--- config.mk ---
export PLATFORM = sky130hd
export DESIGN_NAME = ctrl_word_reg
export DESIGN_NICKNAME = d
export VERILOG_FILES = /design/src/rtl/cw_pkg.sv /design/src/rtl/cw_serial_rx.sv /design/src/rtl/cw_decode.sv /design/src/rtl/ctrl_word_reg.sv
export SDC_FILE = /design/constraint.sdc
export NUM_CORES = 1
export LEC_CHECK = 0
export BUFFER_PORTS_ARGS = -buffer_cell sky130_fd_sc_hd__buf_2
export CAP_MARGIN = 25
export CORE_MARGIN = 1.5
export CORE_UTILIZATION = 52
export DETAILED_ROUTE_END_ITERATION = 6
export PLACE_DENSITY = 0.74
export SYNTH_ARGS = -nofsm -noshare
export SYNTH_HDL_FRONTEND = slang
export SYNTH_SLANG_ARGS = --single-unit
--- constraint.sdc ---
create_clock -name clk -period 1.5 [get_ports clk]
set_input_delay 0.075 -clock clk [delete_from_list [all_inputs] [get_ports clk]]
set_output_delay 0.075 -clock clk [all_outputs]
set_load 0.01 [all_outputs]
--- src/rtl/cw_pkg.sv ---
package cw_pkg;
    typedef struct packed {
        logic [1:0] demph;
        logic [2:0] fmt;
        logic [1:0] width;
        logic [1:0] interp;
    } cw_cfg_t;

    localparam cw_cfg_t CFG_RESET = '0;

    function automatic logic cfg_reserved(cw_cfg_t c);
        return (c.fmt == 3'b111) || (c.width == 2'b11) || (c.interp == 2'b11);
    endfunction
endpackage

--- src/rtl/cw_serial_rx.sv ---
module cw_serial_rx #(
    parameter int WORD_W      = 16,
    parameter int SYNC_STAGES = 2
) (
    input  logic              clk,
    input  logic              rst_n,
    input  logic              ser_clk,
    input  logic              ser_data,
    input  logic              ser_latch,
    output logic              word_valid,
    output logic [WORD_W-1:0] word
);
    localparam int LAST = SYNC_STAGES - 1;

    typedef struct packed {
        logic [SYNC_STAGES-1:0] sclk_s;
        logic [SYNC_STAGES-1:0] data_s;
        logic [SYNC_STAGES-1:0] latch_s;
        logic                   sclk_prev;
        logic                   latch_prev;
        logic [WORD_W-1:0]      shreg;
        logic [WORD_W-1:0]      word;
        logic                   valid;
    } rx_st_t;

    rx_st_t st_d, st_q;
    logic   sclk_rise, latch_rise;

    always_comb begin
        st_d         = st_q;
        st_d.sclk_s  = {st_q.sclk_s[SYNC_STAGES-2:0], ser_clk};
        st_d.data_s  = {st_q.data_s[SYNC_STAGES-2:0], ser_data};
        st_d.latch_s = {st_q.latch_s[SYNC_STAGES-2:0], ser_latch};
        st_d.sclk_prev  = st_q.sclk_s[LAST];
        st_d.latch_prev = st_q.latch_s[LAST];
        sclk_rise  = st_q.sclk_s[LAST] & ~st_q.sclk_prev;
        latch_rise = st_q.latch_s[LAST] & ~st_q.latch_prev;
        st_d.valid = latch_rise;
        if (sclk_rise && !st_q.latch_s[LAST])
            st_d.shreg = {st_q.shreg[WORD_W-2:0], st_q.data_s[LAST]};
        if (latch_rise)
            st_d.word = st_q.shreg;
    end

    always_ff @(posedge clk or negedge rst_n) begin
        if (!rst_n) begin
            st_q            <= '0;
            st_q.latch_s    <= '1;
            st_q.latch_prev <= 1'b1;
        end else begin
            st_q <= st_d;
        end
    end

    assign word_valid = st_q.valid;
    assign word       = st_q.word;


    valid_single_chk: assert property (@(posedge clk) disable iff (!rst_n)
        word_valid |=> !word_valid);


    word_hold_chk: assert property (@(posedge clk) disable iff (!rst_n)
        !word_valid |=> $stable(word) || word_valid);
endmodule

--- src/rtl/cw_decode.sv ---
module cw_decode
    import cw_pkg::*;
#(
    parameter int             WORD_W  = 16,
    parameter int             ADDR_W  = 4,
    parameter logic [ADDR_W-1:0] MY_ADDR = '0
) (
    input  logic              clk,
    input  logic              rst_n,
    input  logic              word_valid,
    input  logic [WORD_W-1:0] word,
    output cw_cfg_t           cfg,
    output logic              pwr_down,
    output logic              cfg_err
);
    localparam int ADDR_LSB = WORD_W - ADDR_W;
    localparam int PD_BIT   = 2;

    typedef struct packed {
        cw_cfg_t cfg;
        logic    pd_stage;
        logic    pd_active;
        logic    err;
    } dec_st_t;

    dec_st_t st_d, st_q;
    cw_cfg_t incoming;
    logic    hit;

    always_comb begin
        st_d     = st_q;
        hit      = word[WORD_W-1:ADDR_LSB] == MY_ADDR;
        incoming = '{demph: word[9:8], fmt: word[7:5], width: word[4:3], interp: word[1:0]};
        if (word_valid) begin
            st_d.pd_active = st_q.pd_stage;
            if (hit) begin
                st_d.cfg      = incoming;
                st_d.pd_stage = word[PD_BIT];
                st_d.err      = cfg_reserved(incoming);
            end
        end
    end

    always_ff @(posedge clk or negedge rst_n) begin
        if (!rst_n) begin
            st_q <= '{cfg: CFG_RESET, pd_stage: 1'b0, pd_active: 1'b0, err: 1'b0};
        end else begin
            st_q <= st_d;
        end
    end

    assign cfg      = st_q.cfg;
    assign pwr_down = st_q.pd_active;
    assign cfg_err  = st_q.err;


    cfg_quiet_chk: assert property (@(posedge clk) disable iff (!rst_n)
        !word_valid |=> $stable(cfg) && $stable(pwr_down) && $stable(cfg_err));


    foreign_addr_chk: assert property (@(posedge clk) disable iff (!rst_n)
        (word_valid && !hit) |=> $stable(cfg) && $stable(cfg_err) && $stable(st_q.pd_stage));


    pd_deferred_chk: assert property (@(posedge clk) disable iff (!rst_n)
        word_valid |=> pwr_down == $past(st_q.pd_stage));


    err_match_chk: assert property (@(posedge clk) disable iff (!rst_n)
        cfg_err == ((cfg.fmt == 3'b111) || (cfg.width == 2'b11) || (cfg.interp == 2'b11)));
endmodule

--- src/rtl/ctrl_word_reg.sv ---
module ctrl_word_reg
    import cw_pkg::*;
#(
    parameter int WORD_W      = 16,
    parameter int ADDR_W      = 4,
    parameter int SYNC_STAGES = 2
) (
    input  logic       clk,
    input  logic       rst_n,
    input  logic       ser_clk,
    input  logic       ser_data,
    input  logic       ser_latch,
    output logic [1:0] demph_sel,
    output logic [2:0] fmt_sel,
    output logic [1:0] width_sel,
    output logic [1:0] interp_sel,
    output logic       pwr_down,
    output logic       cfg_err
);
    logic              word_valid;
    logic [WORD_W-1:0] word;
    cw_cfg_t           cfg;

    cw_serial_rx #(.WORD_W(WORD_W), .SYNC_STAGES(SYNC_STAGES)) u_rx (
        .clk        (clk),
        .rst_n      (rst_n),
        .ser_clk    (ser_clk),
        .ser_data   (ser_data),
        .ser_latch  (ser_latch),
        .word_valid (word_valid),
        .word       (word)
    );

    cw_decode #(.WORD_W(WORD_W), .ADDR_W(ADDR_W), .MY_ADDR('0)) u_dec (
        .clk        (clk),
        .rst_n      (rst_n),
        .word_valid (word_valid),
        .word       (word),
        .cfg        (cfg),
        .pwr_down   (pwr_down),
        .cfg_err    (cfg_err)
    );

    assign demph_sel  = cfg.demph;
    assign fmt_sel    = cfg.fmt;
    assign width_sel  = cfg.width;
    assign interp_sel = cfg.interp;
endmodule

---- Word-level counts from Yosys, hierarchy flattened ----
Index checks and enable logic that the tools add are counted.
storage, ports and cells
  input port bits ......................... 5
  output and inout port bits .............. 11
  register bits ........................... 53
  word-level logic and storage cells ...... 28
cells by class
  eq/ne operators ......................... 3
  bitwise gates (word level) .............. 4
  reductions and logical operators ........ 6
operators by type and width
  operator            count
  $eq 2x2->1 const B  2
  $logic_not 4->1     1
  $eq 3x3->1 const B  1
  $and 1x1->1         2
  $logic_or 1x1->1    2
  $not 1->1           2
  $reduce_and 2->1    1
  $logic_and 1x1->1   1
  $logic_not 1->1     1

---- Depth between registers and ports, before layout ----
  depth in word-level cells ............... 3
  gate-level depth with buffers ........... 4
  depth with buffers taken out ............ 3

---- Modules after synthesis ----
Synthesis repeated with hierarchy kept, for this count alone.
second synthesis, totals
  cell total of the unflattened synthesis .. 133
  area total of the unflattened synthesis .. 2,118.3 um^2
by module, submodules not included
  module        cells an instance  area an instance (um^2)  instances  sequential area each (um^2)
  cw_serial_rx  94                 1,574.0                  1          1,029.7
  cw_decode     39                 544.3                    1          300.3

---- Least setup slack after synthesis ----
No wires, ideal clock.
  path type ............................... register to register
  from .................................... register u_rx.st_q (netlist bit u_rx.st_d[33])
  to ...................................... register u_rx.st_q (netlist bit u_rx.word[0])
  path buffers ............................ 2
  required time ........................... 1.375 ns
  library setup time ...................... 0.125 ns
  clock period less this slack ............ 1.432 ns
  slack ................................... 0.068 ns
  data arrival time ....................... 1.308 ns
  stages on the path, launching flop included .. 5
  cell sequence ........................... dfstp_2 nor2b_1 buf_2 buf_4 mux2_2
between the ends
  cells in the longest elaborated chain, start to end .. 1
RTL lines
  what                    line                text
  start, declared         cw_serial_rx.sv:26  rx_st_t st_d, st_q;
  start signal, assigned  cw_serial_rx.sv:51  st_q <= st_d;
  $and 1x1->1             cw_serial_rx.sv:37  latch_rise = st_q.latch_s[LAST] & ~st_q.latch_prev;
  net u_rx.latch_rise     cw_serial_rx.sv:27  logic sclk_rise, latch_rise;
The timed path passes the listed nets, and every way through them passes these cells.
A chain may end at the register's enable or synchronous reset.

---- Worst setup path in the final report ----
  from .................................... register u_rx.st_q (netlist bit u_rx.st_d[33])
  to ...................................... register u_rx.st_q (netlist bit u_rx.word[2])
between the ends
  cells in the longest elaborated chain, start to end .. 1
RTL lines
  what         line
  $and 1x1->1  cw_serial_rx.sv:37
Every way passes these cells.

==> results.yml <==
critical_path:
  arrival_ns: 1.55
  endpoint_kind: "flip-flop"
  cp.required_ns: 1.68
  rrSetupSlack_ns: 0.14
  crit_fanout: 8
  r2r-start: "u_rx.st_d[33]"
  start_kind: "flip-flop"
  crit_type: "reg -> reg"
  r2r_end: "u_rx.word[2]"
  ff2ff_path_depth: 3
sta:
  final_hold_viol_count: 0
  skew_ns: 0.00941
  setup_violations: 0
  period_needed_ns: 1.36
  whs_ns: 0.258
  finalSetupTns_ns: 0
  relSlewSlack_pct: 82.8
  tightest_slew_ns: 0.258
  timing.final.ws_setup_ns: 0.137
  slew_violations: 0
  rsz0062_at_grt: "no"
  max_freq_ghz: 0.734
  timing.final.crit_share_pct: 90.9
placement:
  io_buffers: 15
  dp_hpwl_microns: 1780
  post-place-ws_ns: 0.103
  place.gp.congestion: 0.681
pwr:
  ir_drop_uv: 608
  p_leak_nw: 1.09
  powerDensity_nw_per_um2: 1530
  p_total_mw: 3.35
clocking:
  cts_root_buf: "clkbuf_8"
  post_cts_buffers: 0
  cts_buffer_depth: 2
  numCtsBuffers: 5
  cts_tree: "done"
  cts_max_level: 2
  clock_latency_ns: 0.30
  clk_pin_slew_worst_paths_ns: 0.09
  cts_sinks: 51
floorplan:
  die-area_sq_um: 4120
  core_area_sq_um: 3630
  num_rows: 22
  io_pins: 16
  initial_utilization_pct: 53.5
  die_x_microns: 64.2
  fp.dieH_microns: 64.2
route:
  route.vias.total: 906
  first_iter_violations: 48
  via_per_inst: 4.95
  drc_errors: 0
  ant_nets: 0
  drt_pass1_iterations: 2
  wire_per_inst_microns: 13.3
  drt-total-wl_microns: 2440
final_layout:
  nFillCells: 288
  layout_commonest_cell: "dfrtp_1"
  n_antenna_cell: 0
  area_growth_pct: 12.5
  layout-drive-gt1-share_pct: 57.8
  mostFrequentLayoutCells: "dfrtp_1, mux2_2, buf_2"
  final_nets: 139
synthesis:
  ys_warn_count: 0
  syn_area_sq_um: 1940
  yosys_register_bits: 51
  synth.top_cell.area_share_pct: 61.8
  synth_area_leader_cell: "dfrtp_1"
  synth.yosys.seq_area_share_pct: 65.8
  avgSynthCellArea_sq_um: 17.2
  synthCells: 113
  syn_nets: 118
  synth_cell_type_count: 14
  synthTopCellsByArea: "dfrtp_1, mux2_2, mux2_4"
grt:
  grt_usage_pct: 14.4
  antenna_found_initial: 0
  grt_pass1_wl_microns: 4390
  grt_pass1_vias: 985
  overflow: 0
  grt_max_degree: 31
run:
  cap_violations: 0
min_path:
  hold_class: "in -> async"
status:
  status: "complete, no violations"
Yosys cell counts:
cell     count
nand2_1      2
buf_4       10
mux2_1       1
buf_2        1
nor4_1       1
mux2_4      10
buf_6        2
dfstp_2      3
nor2b_1      1
mux2_2      31
nor3b_4      1
nand3_1      1
a22oi_1      1
dfrtp_1     48
cell type report:
cell class,count,area [sq um],share of cell area [%]
flip-flops and latches,51,1280,58.5
multi-input cells,49,571,26.1
repair buffers,27,188,8.58
clock buffers,5,68.8,3.15
well taps,48,60.1,2.75
clock inverters,3,20.0,0.915
worst max-delay path: stages (launching register included):
cell and delay, ns:
dfstp_2 0.57, nor2b_2 0.17, buf_4 0.17, mux2_1 0.34
sequential cells by signal (all words and copies together), names as in the netlist:
signal and count:
u_dec.st_q 1, u_rx.word 14, u_rx.word_valid 1, u_rx.st_q 19, u_dec.pwr_down 1, u_dec.cfg_err 1
u_dec.cfg 9, u_rx.st_d 5
per-stage QoR:
stage | util (%) | instance area, sq um | cells
2_1_floorplan | - | 1940 | 113
3_5_place_dp | 56.4 | 2050 | 171
4_1_cts | 60.0 | 2180 | 183
6_report | 60.2 | 2190 | 183
3_3_place_gp | 56.4 | 2050 | 171
5_1_grt | 60.2 | 2190 | 183
report_power, final:
group,internal [mW],switching [mW],leakage (nW)
Combinational,0.436,0.235,0.393
Clock,0.324,0.426,0.0402
Sequential,1.72,0.213,0.653
layer usage:
layer | track usage (%) | vias up | part of all wire [%]
li1 | - | 419 | -
met1 | 16.5 | 466 | 43
met2 | 23.7 | 15 | 51
met3 | 5.81 | 6 | 4.2
met4 | 6.38 | 0 | 2.0
met5 | 0 | - | 0
worst max-delay path by stage:
stage	start	depth (start not counted)	end	slack (ns)
finish	u_rx.st_d[33]	3	u_rx.word[2]	0.14
detailed placement	u_rx.st_d[33]	3	u_rx.word[2]	0.10
CTS	u_rx.st_d[33]	3	u_rx.word[2]	0.09
floorplan	u_rx.st_d[33]	4	u_rx.word[0]	0.07
global route	u_rx.word[15]	4	u_dec.cfg[0]	0.05
global placement	u_rx.st_d[33]	3	u_rx.word[15]	0.12
timing repair:
| item | 4_1_cts | 5_1_grt |
|---|---|---|
| endpoints found under the hold margin | 54 | 0 |
| hold buffers | 4 | 0 |
| gates resized for setup | 0 | 2 |
| endpoints found under the setup margin | 0 | 9 |
cells by family after synthesis:
kind of cell,count (synthesis),share of synthesized area (%)
DFF,51,65.8
muxes,42,26.3
buffers and inverters,13,5.28
and+or+nand+nor,6,2.25
AOI/OAI and AO/OA,1,0.386
Power figures use the tool's default switching activity.
